File: src/rtl/mdio_pkg.sv
// Shared definitions for the serial PHY management master.
// Assumes a frame indexed 0..63, preamble at 0..31 and frame body at 32..63.
package mdio_pkg;

    localparam logic [1:0] MGMT_START   = 2'b01;
    localparam logic [1:0] MGMT_OP_RD   = 2'b10;
    localparam logic [1:0] MGMT_OP_WR   = 2'b01;
    localparam logic [1:0] MGMT_TA_WR   = 2'b10;
    localparam logic [1:0] MGMT_TA_RD   = 2'b11;

    // Bit index of the first body bit, first turnaround bit and first data bit.
    localparam logic [5:0] BODY_IDX     = 6'd32;
    localparam logic [5:0] TA_IDX       = 6'd46;
    localparam logic [5:0] DATA_IDX     = 6'd48;
    localparam logic [5:0] LAST_IDX     = 6'd63;

    typedef struct packed {
        logic       rd;
        logic [4:0] phy;
        logic [4:0] regad;
        logic [15:0] wdata;
    } mgmt_cmd_t;

endpackage

File: src/rtl/mdio_clkgen.sv
// Management clock generator.
// Divides the system clock by the even ratio DIV while run is high and gives
// one-cycle strobes in the cycle before each mdc edge. mdc is held low and
// the phase counter is cleared while run is low, so every frame begins with
// a full low half period.
module mdio_clkgen #(
    parameter int DIV = 4
) (
    input  logic clk,
    input  logic rst_n,
    input  logic run,
    output logic mdc,
    output logic rise_stb,
    output logic fall_stb
);

    localparam int HALF = DIV / 2;
    localparam int CW   = (HALF > 1) ? $clog2(HALF) : 1;
    localparam logic [CW-1:0] PHASE_END = CW'(HALF - 1);

    logic [CW-1:0] phase_q;
    logic          wrap;

    // The half period ends when the phase counter reaches its last value.
    assign wrap     = run && (phase_q == PHASE_END);
    assign rise_stb = wrap && !mdc;
    assign fall_stb = wrap && mdc;

    // Phase counter and clock toggle; forced idle when not running.
    always_ff @(posedge clk) begin
        if (!rst_n || !run) begin
            phase_q <= '0;
            mdc     <= 1'b0;
        end else if (wrap) begin
            phase_q <= '0;
            mdc     <= !mdc;
        end else begin
            phase_q <= phase_q + CW'(1);
        end
    end

    // once run drops, the clock is low from the next cycle on.
    p_idle_low_r2: assert property (@(posedge clk) disable iff (!rst_n)
        !run |=> !mdc);

endmodule

File: src/rtl/mdio_frame_build.sv
// Assembles the complete 64-bit management frame from a command.
// Pure combinational; bit 63 is sent first. For reads the turnaround and
// data positions hold filler that is never driven onto the line.
module mdio_frame_build
    import mdio_pkg::*;
(
    input  mgmt_cmd_t   cmd,
    output logic [63:0] frame
);

    // Concatenate preamble, start, opcode, addresses, turnaround and data.
    always_comb begin
        frame = {32'hFFFF_FFFF,
                 MGMT_START,
                 cmd.rd ? MGMT_OP_RD : MGMT_OP_WR,
                 cmd.phy,
                 cmd.regad,
                 cmd.rd ? MGMT_TA_RD : MGMT_TA_WR,
                 cmd.rd ? 16'h0000 : cmd.wdata};
    end

endmodule

File: src/rtl/mdio_sequencer.sv
// Frame sequencer.
// Accepts a command when idle and latches the assembled frame. It presents
// one bit per mdc period, moving on at each falling-edge strobe, and
// releases the line for the read turnaround and read data. It samples
// returned bits on rising-edge strobes and closes the frame with a done
// pulse. Assumes the strobes come from a clock generator that runs while
// busy is high.
module mdio_sequencer
    import mdio_pkg::*;
(
    input  logic        clk,
    input  logic        rst_n,
    input  logic        start,
    input  logic        cmd_rd,
    input  logic        no_pre,
    input  logic [63:0] frame,
    input  logic        rise_stb,
    input  logic        fall_stb,
    input  logic        mdio_i,
    output logic        busy,
    output logic        done,
    output logic        mdio_o,
    output logic        mdio_oe,
    output logic [15:0] rd_data
);

    logic [5:0]  idx_q;
    logic [63:0] frame_q;
    logic        rd_q;
    logic [15:0] shift_q;
    logic        accept;
    logic [5:0]  first_idx;
    logic [5:0]  idx_nx;

    assign accept    = start && !busy;
    assign first_idx = no_pre ? BODY_IDX : 6'd0;
    assign idx_nx    = idx_q + 6'd1;

    // Whether the master drives the line for a given bit index.
    function automatic logic drives(input logic [5:0] i, input logic rd);
        return (i < TA_IDX) || !rd;
    endfunction

    // Command acceptance, bit stepping on falling strobes, frame close.
    always_ff @(posedge clk) begin
        if (!rst_n) begin
            busy    <= 1'b0;
            done    <= 1'b0;
            mdio_o  <= 1'b0;
            mdio_oe <= 1'b0;
            idx_q   <= '0;
            frame_q <= '0;
            rd_q    <= 1'b0;
            rd_data <= '0;
        end else begin
            done <= 1'b0;
            if (accept) begin
                busy    <= 1'b1;
                frame_q <= frame;
                rd_q    <= cmd_rd;
                idx_q   <= first_idx;
                mdio_o  <= frame[LAST_IDX - first_idx];
                mdio_oe <= 1'b1;
            end else if (busy && fall_stb) begin
                if (idx_q == LAST_IDX) begin
                    busy    <= 1'b0;
                    done    <= 1'b1;
                    mdio_o  <= 1'b0;
                    mdio_oe <= 1'b0;
                    if (rd_q) begin
                        rd_data <= shift_q;
                    end
                end else begin
                    idx_q   <= idx_nx;
                    mdio_o  <= frame_q[LAST_IDX - idx_nx];
                    mdio_oe <= drives(idx_nx, rd_q);
                end
            end
        end
    end

    // Read capture: shift in one returned bit per data-bit rising edge.
    always_ff @(posedge clk) begin
        if (!rst_n) begin
            shift_q <= '0;
        end else if (busy && rise_stb && rd_q && (idx_q >= DATA_IDX)) begin
            shift_q <= {shift_q[14:0], mdio_i};
        end
    end

    // done lasts a single cycle.
    p_done_single_r8: assert property (@(posedge clk) disable iff (!rst_n)
        done |=> !done);

    // done closes a busy period and busy is low in that cycle.
    p_done_closes_busy_r8: assert property (@(posedge clk) disable iff (!rst_n)
        done |-> (!busy && $past(busy)));

    // the pad is never enabled while idle.
    p_idle_released_r10: assert property (@(posedge clk) disable iff (!rst_n)
        !busy |-> !mdio_oe);

    // during read turnaround and data the line stays released.
    p_read_released_r6: assert property (@(posedge clk) disable iff (!rst_n)
        (busy && rd_q && (idx_q >= TA_IDX)) |-> !mdio_oe);

endmodule

File: src/rtl/mdio_master.sv
// Serial PHY management frame master, top level.
// Ties the clock generator, the frame builder and the sequencer together.
// Assumes CLK_DIV is even and at least 2, and that cmd_start is a strobe
// that only counts when busy is low.
module mdio_master
    import mdio_pkg::*;
#(
    parameter int CLK_DIV = 4
) (
    input  logic        clk,
    input  logic        rst_n,
    input  logic        cmd_start,
    input  logic        cmd_read,
    input  logic [4:0]  cmd_phy,
    input  logic [4:0]  cmd_reg,
    input  logic [15:0] cmd_wdata,
    input  logic        cmd_no_pre,
    input  logic        mdio_i,
    output logic        busy,
    output logic        done,
    output logic [15:0] rd_data,
    output logic        mdc,
    output logic        mdio_o,
    output logic        mdio_oe
);

    mgmt_cmd_t   cmd;
    logic [63:0] frame;
    logic        rise_stb;
    logic        fall_stb;

    // Gather the command ports into one record.
    always_comb begin
        cmd.rd    = cmd_read;
        cmd.phy   = cmd_phy;
        cmd.regad = cmd_reg;
        cmd.wdata = cmd_wdata;
    end

    mdio_frame_build u_build (
        .cmd   (cmd),
        .frame (frame)
    );

    mdio_clkgen #(.DIV(CLK_DIV)) u_clk (
        .clk      (clk),
        .rst_n    (rst_n),
        .run      (busy),
        .mdc      (mdc),
        .rise_stb (rise_stb),
        .fall_stb (fall_stb)
    );

    mdio_sequencer u_seq (
        .clk      (clk),
        .rst_n    (rst_n),
        .start    (cmd_start),
        .cmd_rd   (cmd_read),
        .no_pre   (cmd_no_pre),
        .frame    (frame),
        .rise_stb (rise_stb),
        .fall_stb (fall_stb),
        .mdio_i   (mdio_i),
        .busy     (busy),
        .done     (done),
        .mdio_o   (mdio_o),
        .mdio_oe  (mdio_oe),
        .rd_data  (rd_data)
    );

    // the management clock is low whenever no transaction is active.
    p_idle_clock_low_r2: assert property (@(posedge clk) disable iff (!rst_n)
        !busy |-> !mdc);

    // during a frame the driven bit moves only together with a falling mdc.
    p_data_on_fall_r7: assert property (@(posedge clk) disable iff (!rst_n)
        ($past(busy) && (mdio_o != $past(mdio_o))) |-> $fell(mdc));

endmodule

File: config.mk
export PLATFORM = sky130hd
export DESIGN_NAME = mdio_master
export DESIGN_NICKNAME = d
export VERILOG_FILES = /design/src/rtl/mdio_pkg.sv /design/src/rtl/mdio_clkgen.sv /design/src/rtl/mdio_frame_build.sv /design/src/rtl/mdio_sequencer.sv /design/src/rtl/mdio_master.sv
export SDC_FILE = /design/constraint.sdc
export NUM_CORES = 1
export LEC_CHECK = 0
export ABC_AREA = 1
export ABC_CLOCK_PERIOD_IN_PS = 2300
export BUFFER_PORTS_ARGS = -buffer_cell sky130_fd_sc_hd__buf_2
export CAP_MARGIN = 20
export CORE_MARGIN = 2
export CORE_UTILIZATION = 41
export DETAILED_ROUTE_END_ITERATION = 12
export HOLD_SLACK_MARGIN = 0.08
export PLACE_DENSITY_LB_ADDON = 0.1
export SLEW_MARGIN = 5
export SYNTH_ARGS = -nofsm -noshare
export SYNTH_HDL_FRONTEND = slang
export SYNTH_SLANG_ARGS = --single-unit
File: constraint.sdc
create_clock -name clk -period 2.3 [get_ports clk]
set_input_delay 0.46 -clock clk [delete_from_list [all_inputs] [get_ports clk]]
set_output_delay 0.46 -clock clk [all_outputs]
set_load 0.01 [all_outputs]
# Yosys cells after proc, flatten, opt, wreduce, memory -nomap -nowiden

Index checks and enable logic that the tools add are counted.

Register bits after elaboration: 76
Output and inout bits: 21
Word-level logic and storage cells: 66

Add/subtract/negate cells: 4
Magnitude comparators: 4
Equality and inequality tests: 2
Mux-type cells: 21
Bitwise gates (word level): 3
Reduce and logical (&&, ||, !) cells: 21

Operators by type and width:

| operator            | count |
|---|---|
| $mux 6              | 4 |
| $mux 16             | 1 |
| $lt 6x7->1 const B  | 2 |
| $mux 1              | 13 |
| $bmux 1 s6          | 2 |
| $sub 6x6->6 const A | 2 |
| $logic_and 1x1->1   | 8 |
| $add 6x1->6 const B | 1 |
| $eq 6x6->1 const B  | 1 |
| $ge 6x6->1 const B  | 1 |
| $lt 6x6->1 const B  | 1 |
| $logic_not 1->1     | 4 |
| $reduce_and 2->1    | 2 |
| $reduce_and 4->1    | 1 |
| $reduce_bool 2->1   | 2 |
| $not 1->1           | 3 |
| $reduce_or 3->1     | 1 |
| $logic_or 1x1->1    | 2 |
| $mux 2              | 1 |
| $ne 2x1->1 const B  | 1 |
| $reduce_or 2->1     | 1 |
| $add 1x1->1 const B | 1 |

# Logic depth before layout (Yosys ltp)

Gate-level depths: netlist of run 1.

Depth in word-level cells: 7
Depth in mapped cells: 12

# Cells and area by module

From an unflattened synthesis of run 1, not the netlist that was laid out.

Cells, all modules: 739
Area, all modules: 5128.7 µm²

Modules (own cells, without submodules):

| module           | times used | cells each | area an instance (µm²) | seq. area each (µm²) |
|---|---|---|---|---|
| mdio_sequencer   | 1          | 642        | 4524.3                 | 2142.1 |
| mdio_frame_build | 1          | 84         | 510.5                  | 0.0 |
| mdio_clkgen      | 1          | 13         | 93.8                   | 40.0 |

# Worst setup path after synthesis of run 1

Ideal clock, no wire load.

Path type: register -> register
From: register u_seq.idx_q[1]
To: register u_seq.mdio_o
Arrival time: 1.357 ns
Data required time: 2.180 ns
Path slack: 0.824 ns
Cell stages (with the launch flop): 10
Path buffers: 1
Clock period less this slack: 1.476 ns
Cell sequence: dfxtp_1 ha_1 clkbuf_1 nand3_1 nand3_1 nand3_1 nand3_1 nand3_1 nand2_1 a21oi_1

Cells in the longest elaborated chain, start to end: 7
Elaborated cells between the ends (all ways): 8
Classes of those cells: 2 x add/sub; 1 x eq/ne; 5 x mux

RTL lines:

| element                      | line                 | RTL |
|---|---|---|
| from (decl)                  | mdio_sequencer.sv:27 | `logic [5:0] idx_q;` |
| from (signal assigned)       | mdio_sequencer.sv:61 | `idx_q <= first_idx;` |
| from (signal assigned)       | mdio_sequencer.sv:74 | `idx_q <= idx_nx;` |
| $add 6x1->6                  | mdio_sequencer.sv:37 | `assign idx_nx = idx_q + 6'd1;` |
| $sub 6x6->6                  | mdio_sequencer.sv:75 | `mdio_o <= frame_q[LAST_IDX - idx_nx];` |
| $bmux 1 s6                   | mdio_sequencer.sv:75 |  |
| $mux 1 (implied by the code) | mdio_sequencer.sv:75 |  |
| $mux 1 (*)                   | mdio_sequencer.sv:65 | `if (idx_q == LAST_IDX) begin` |
| $mux 1 (*)                   | mdio_sequencer.sv:64 | `end else if (busy && fall_stb) begin` |
| $mux 1 (*)                   | mdio_sequencer.sv:57 | `if (accept) begin` |
| to (signal assigned)         | mdio_sequencer.sv:62 | `mdio_o <= frame[LAST_IDX - first_idx];` |
| to (signal assigned)         | mdio_sequencer.sv:75 |  |
| to (decl)                    | mdio_sequencer.sv:22 | `output logic mdio_o,` |

Every way passes the cells marked *; elsewhere a longest branch is shown, timed or not. The select of a mux whose other input is x is not followed.
A chain may end at the register's enable or synchronous reset.

# Worst setup path in the final report of run 1

From: register u_seq.idx_q[1]
To: register u_seq.rd_data[7]

Cells in the longest elaborated chain, start to end: 2

RTL lines:

| element                           | line                 | RTL |
|---|---|---|
| $eq 6x6->1                        | mdio_sequencer.sv:65 |  |
| $reduce_and 4->1 (no source line) | -                    |  |
| to (signal assigned)              | mdio_sequencer.sv:71 | `rd_data <= shift_q;` |
| to (decl)                         | mdio_sequencer.sv:24 | `output logic [15:0] rd_data` |

No other way between the ends.

==> impl_metrics.json, run 1 <==
{
  "path_buf_inv": 2,
  "holdPathStages": 3,
  "track_usage_pct": 17.5,
  "antenna_found_initial": 0,
  "status": "finished, final reports clean",
  "yosysTopAreaCell": "dfxtp_1",
  "ys.flop_type": "dfxtp_1",
  "crit_path_max_fanout": 22,
  "syn_inst": 429,
  "insertion_delay_ns": 0.34,
  "cpPeakStageDelay_ns": 0.38,
  "path_depth": 10,
  "path_cells": "ha_1 -> nand2_1 -> nor2_2 -> inv_2 -> nor2_8 -> nand2_4 -> nor2_8 -> inv_2 -> nor2_1 -> nor2_1",
  "drive_gt1_share_pct": 20.1,
  "fin_util_pct": 50.4,
  "vias": 2720,
  "drc": 0,
  "ys_types": 31,
  "ys_ff_latch": 73,
  "powerDensity_nw_per_um2": 726,
  "place_area_um2": 3460,
  "postSynthAreaPerCell_um2": 7.32,
  "ios": 53,
  "async_flop_share_pct": 0,
  "via_per_inst": 4.67,
  "start_util_pct": 42.9,
  "synth_compound_area_share_pct": 15.7,
  "setup_ws_ns": 0.497,
  "cts.clk_slew.worst_paths_ns": 0.08,
  "timing.rr.start": "u_seq.idx_q[1]",
  "nFillCells": 778,
  "slowest_stage": "dfxtp_1",
  "yosysSeqAreaShare_pct": 46.5,
  "grt_pass1_wl_um": 11800,
  "fin_crit_ns": 1.80,
  "crit_start": "u_seq.idx_q[1]",
  "num_rows": 31,
  "p_leak_nw": 1.77,
  "slew-limit-headroom_pct": 66.2,
  "worst_setup_path_start_kind": "flip-flop",
  "wire_per_inst_um": 11.8,
  "maxCapViolCount": 0,
  "cp-end-kind": "flip-flop",
  "cts_buffer_depth": 2,
  "synth_nets": 462,
  "hold_violations": 0,
  "die_area_um2": 8380,
  "first_global_vias": 2458,
  "gr-total-overflow": 0,
  "htree_levels": 3,
  "synth_edf_count": 0,
  "grt_max_degree": 30,
  "arrival_ns": 2.04,
  "rr_endpoint": "u_seq.rd_data[7]",
  "portBuffers": 52,
  "synth_mux_area_share_pct": 0,
  "rsz0062_at_grt": "no",
  "clockRootBuffer": "clkbuf_8",
  "fin_setup_tns_ns": 0,
  "place_congestion": 0.820,
  "drtAntennaViolNets": 0,
  "dp_hpwl_um": 4540,
  "num_antenna_cells": 0,
  "drv_slew": 0,
  "drt_iter0_drc": 105,
  "design_area_um2": 3700,
  "synthSimpleGateAreaFrac_pct": 28.0,
  "whs_endpoint": "u_seq.frame_q[25]",
  "synth.top_cell.area_share_pct": 46.5,
  "hold_path.class": "in2reg",
  "peakVddDrop_uv": 370,
  "synth_warnings": 0,
  "core_area_um2": 7330,
  "wl_um": 6880,
  "min_period_over_period_pct": 78.4,
  "fp.dieW_um": 91.5,
  "reg2reg_depth": 10,
  "cts_setup_buffers": 0,
  "place_ws_ns": 0.487,
  "regToRegSetupSlack_ns": 0.50,
  "tightest_slew_ns": 0.507,
  "synth_top_family_by_area": "simple AND/OR/NAND/NOR gates",
  "skew_ns": 0.00842,
  "finalPower_w": 0.00268,
  "setup_violations": 0,
  "required_ns": 2.54,
  "synthAdderAreaFrac_pct": 0.398,
  "synthTopCellsByArea": "dfxtp_1 (47%), nand2_1 (12%), nor2_1 (7.0%)",
  "cts_tree": "done",
  "die_h_um": 91.5,
  "synth_area_um2": 3140,
  "timing_worst_setup_path_type": "reg2reg",
  "cts-resized-gates": 0,
  "hold_path.startpoint": "cmd_phy[2]",
  "synthToLayoutAreaGrowth_pct": 17.7,
  "holdBufCountCts": 0,
  "num-nets-final": 511,
  "cts-buffers-inserted": 9,
  "cts_num_sinks": 73,
  "drt_first_pass_iters": 4,
  "cp_top_family": "simple AND/OR/NAND/NOR gates",
  "synthXorXnorAreaFrac_pct": 0.279,
  "fmax_mhz": 555
}
layout by cell type, fill, tap and decap left out, drive strengths merged:
cell	n
nor2	69
nor4	1
nand4	1
o21ai	48
nand2	101
xor2	1
nand3	23
dfxtp	73
buf	59
nor3	1
a211oi	1
ha	1
a31oi	2
a21oi	42
clkbuf	10
o21a	1
inv	44
clkinv	2
bufinv	3
final cells by class:
| type | count | area, um2 | area share [%] |
|---|---|---|---|
| flip-flops and latches | 73 | 1460 | 39.5 |
| multi-input cells | 292 | 1400 | 37.7 |
| repair buffers | 59 | 313 | 8.46 |
| inverters | 43 | 164 | 4.43 |
| clock buffers | 10 | 128 | 3.45 |
| well taps | 99 | 124 | 3.35 |
| clock inverters | 6 | 113 | 3.05 |
how the worst max path moves through the flow:
stage / to / slack (ns)
finish: u_seq.rd_data[7] / 0.50
global route: u_seq.rd_data[1] / 0.29
CTS: u_seq.rd_data[9] / 0.48
detailed placement: u_seq.rd_data[2] / 0.49
global placement: u_seq.frame_q[9] / 0.54
floorplan: u_seq.mdio_o / 0.82
kinds of logic after synthesis:
kind of cell | count (synthesis)
AO/OA/AOI/OAI | 94
XOR/XNOR | 1
adder cells (fa/ha/maj) | 1
buffers and inverters | 64
flip-flops | 73
AND/OR/NAND/NOR | 196
registers in the layout (all words and copies together) (netlist names):
name,cells
u_seq.idx_q,6
u_seq.frame_q,29
u_seq.shift_q,16
u_clk.phase_q,1
u_seq.done,1
u_seq.mdio_oe,1
u_seq.busy,1
u_seq.rd_data,16
u_clk.mdc,1
u_seq.mdio_o,1
cells in the mapped netlist (3+ instances only):
cell      number
nor2_8         3
o21ai_0       33
inv_1         37
dfxtp_1       73
nor2_1        59
o21ai_1       15
buf_6          3
inv_2          4
nor2_4         4
a21oi_2        4
clkbuf_1       7
nand2_1       98
a21oi_1       38
buf_4          3
nand3_1       23
buf_2          6
nor2_2         3
layer usage:
layer  vias up  wire length, um  track usage [%]
li1       1465                -                -
met1      1197             3660             25.7
met2        49             2830             24.6
met3         9              282             3.15
met4         0              113             8.33
met5         -                0                0
tightest hold or removal path, stage by stage:
cell and delay (ns):
buf_2 0.07, nor2_1 0.03, nor2_1 0.08
where the power goes:
| group | switching [W] | leakage [nW] | total [W] | internal [W] |
|---|---|---|---|---|
| clock | 0.000485 | 0.121 | 0.00121 | 0.000727 |
| sequential | 0.0000177 | 0.593 | 0.00131 | 0.00130 |
| combinational | 0.0000970 | 1.05 | 0.000159 | 0.0000619 |
stage by stage:
step | hold slack [ns] | std cells
after floorplan | 0.429 | 429
after global placement | 0.442 | 566
after detailed placement | 0.446 | 566
after CTS | 0.334 | 582
after global routing | 0.354 | 582
final | 0.340 | 582
No activity file was read; power rests on OpenSTA's default activity.
==> inputs of run 2 (changes only) <==
--- a/config.mk
+++ b/config.mk
@@ -6,7 +6,7 @@
 export NUM_CORES = 1
 export LEC_CHECK = 0
 export ABC_AREA = 1
-export ABC_CLOCK_PERIOD_IN_PS = 2300
+export ABC_CLOCK_PERIOD_IN_PS = 1600
 export BUFFER_PORTS_ARGS = -buffer_cell sky130_fd_sc_hd__buf_2
 export CAP_MARGIN = 20
 export CORE_MARGIN = 2
==> constraint.sdc (replaced) <==
create_clock -name clk -period 1.6 [get_ports clk]
set_input_delay 0.32 -clock clk [delete_from_list [all_inputs] [get_ports clk]]
set_output_delay 0.32 -clock clk [all_outputs]
set_load 0.01 [all_outputs]
==> impl_metrics.json, run 2 (synthesized netlist as in run 1, its figures left out) <==
{
  "drive_gt1_share_pct": 25.3,
  "skew_ns": 0.0125,
  "fin_crit_ns": 1.53,
  "antenna_found_initial": 0,
  "portBuffers": 52,
  "maxCapViolCount": 0,
  "seq_area_um2": 1470,
  "place_area_um2": 3570,
  "largest-register": "u_seq.frame_q",
  "arrival_ns": 1.80,
  "via_per_inst": 4.77,
  "first_global_vias": 2601,
  "core_area_um2": 7330,
  "busiest_layer": "met1",
  "multi_input_area_um2": 1450,
  "design_area_um2": 3930,
  "rsz0062_at_grt": "yes",
  "min_period_over_period_pct": 95.5,
  "slowest_stage": "dfxtp_4",
  "cpPeakStageDelay_ns": 0.37,
  "die_area_um2": 8380,
  "use_met2_pct": 24.6,
  "insertion_delay_ns": 0.34,
  "dp_hpwl_um": 4720,
  "start_util_pct": 42.9,
  "drv_slew": 0,
  "worst_setup_path_start_kind": "flip-flop",
  "cts-buffers-inserted": 9,
  "fmax_mhz": 654,
  "place_congestion": 0.856,
  "drt_first_pass_iters": 4,
  "peakVddDrop_uv": 428,
  "slew-limit-headroom_pct": 71.4,
  "largest_reg_flops": 29,
  "num_antenna_cells": 0,
  "nFillCells": 704,
  "ios": 53,
  "synthToLayoutAreaGrowth_pct": 25.2,
  "num_rows": 31,
  "timing_worst_setup_path_type": "reg2reg",
  "dp_cells": 578,
  "hold_violations": 0,
  "setup_violations": 0,
  "cts_buffer_depth": 2,
  "grt_pass1_wl_um": 11700,
  "drtAntennaViolNets": 0,
  "finalPower_w": 0.00388,
  "cts_num_sinks": 73,
  "drt_iter0_drc": 175,
  "num-nets-final": 526,
  "die_h_um": 91.5,
  "layout_common_cells": "nand2_1 (96), dfxtp_1 (70), nor2_1 (57)",
  "crit_path_max_fanout": 8,
  "wl_um": 6990,
  "hold_slack_ns": 0.209,
  "fin_util_pct": 53.7,
  "powerDensity_nw_per_um2": 987,
  "p_leak_nw": 1.87,
  "final_common_cell": "nand2_1",
  "tightest_slew_ns": 0.428,
  "met3_usage_pct": 3.40,
  "top_regs": "u_seq.frame_q: 29 flops, u_seq.rd_data: 16 flops, u_seq.shift_q: 16 flops",
  "cts.clk_slew.worst_paths_ns": 0.09,
  "gr-total-overflow": 0,
  "use_met1_pct": 25.3,
  "path_cells": "ha_4 -> nand2_4 -> nor2_4 -> inv_4 -> nor2_8 -> nand2_4 -> nor2_8 -> buf_6 -> o21ai_1 -> nor2_1",
  "htree_levels": 3,
  "wire_per_inst_um": 11.7,
  "grt_max_degree": 29,
  "final_cells": 597,
  "vias": 2848,
  "hold_path.class": "in2reg",
  "required_ns": 1.87,
  "cts_tree": "done",
  "fp.dieW_um": 91.5,
  "track_usage_pct": 17.3,
  "drc": 0,
  "clockRootBuffer": "clkbuf_8",
  "status": "finished, final reports clean",
  "cp-end-kind": "flip-flop"
}
run 2: cell types whose count changed in the layout (fill, tap and decap cells not counted), moves of 3 or more:
cell / change
o21ai_2: +3
o21ai_1: -3
dfxtp_1: -3
buf_4: +10
run 2: metal layers:
metal,vias up,share of wire (%)
li1,1497,-
met4,0,1.1
met3,6,5.1
met5,-,0
met1,1286,52
met2,59,42
run 2: worst paths after layout:
check / from / endpoint / slack, ns / depth (start not counted)
setup / recovery: u_seq.idx_q[0] / u_seq.rd_data[9] / 0.07 / 10
hold / removal: mdio_i / u_seq.shift_q[0] / 0.21 / 3
setup reg to reg: u_seq.idx_q[0] / u_seq.rd_data[9] / 0.07 / 10
hold reg to reg: u_seq.frame_q[21] / u_seq.frame_q[21] / 0.46 / 2
run 2: power breakdown:
| part | switching, W | internal, W | leakage [nW] |
|---|---|---|---|
| combinational | 0.000148 | 0.000105 | 1.16 |
| sequential | 0.0000242 | 0.00186 | 0.595 |
| clock | 0.000700 | 0.00104 | 0.113 |
| total | 0.000872 | 0.00301 | 1.87 |
run 2: cell type report:
class                   instances  area share (%)
repair buffers                 74            12.1
clock inverters                 6            2.89
well taps                      99            3.15
flip-flops and latches         73            37.3
inverters                      43            4.42
clock buffers                  10            3.24
multi-input cells             292            36.9
run 2: repair_timing:
action                                  CTS  global route
gates resized for setup                   0            25
buffers inserted                          0             2
hold buffers                              0             0
endpoints found under the setup margin    0            18
run 2: per-stage QoR:
stage / setup slack, ns / TNS (ns)
3_3_place_gp: 0.0624 / 0
5_1_grt: -0.0245 / -0.157
3_5_place_dp: 0.0300 / 0
6_report: 0.0717 / 0
4_1_cts: 0.0128 / 0
2_1_floorplan: 0.124 / 0
run 2: critical path: cells and delay by family (launching register included):
kind / cells / cell delay, ns
AO/OA/AOI/OAI: 1 / 0.06
AND/OR/NAND/NOR: 6 / 0.66
flip-flops: 1 / 0.37
buffers and inverters: 2 / 0.22
adder cells (fa/ha/maj): 1 / 0.14
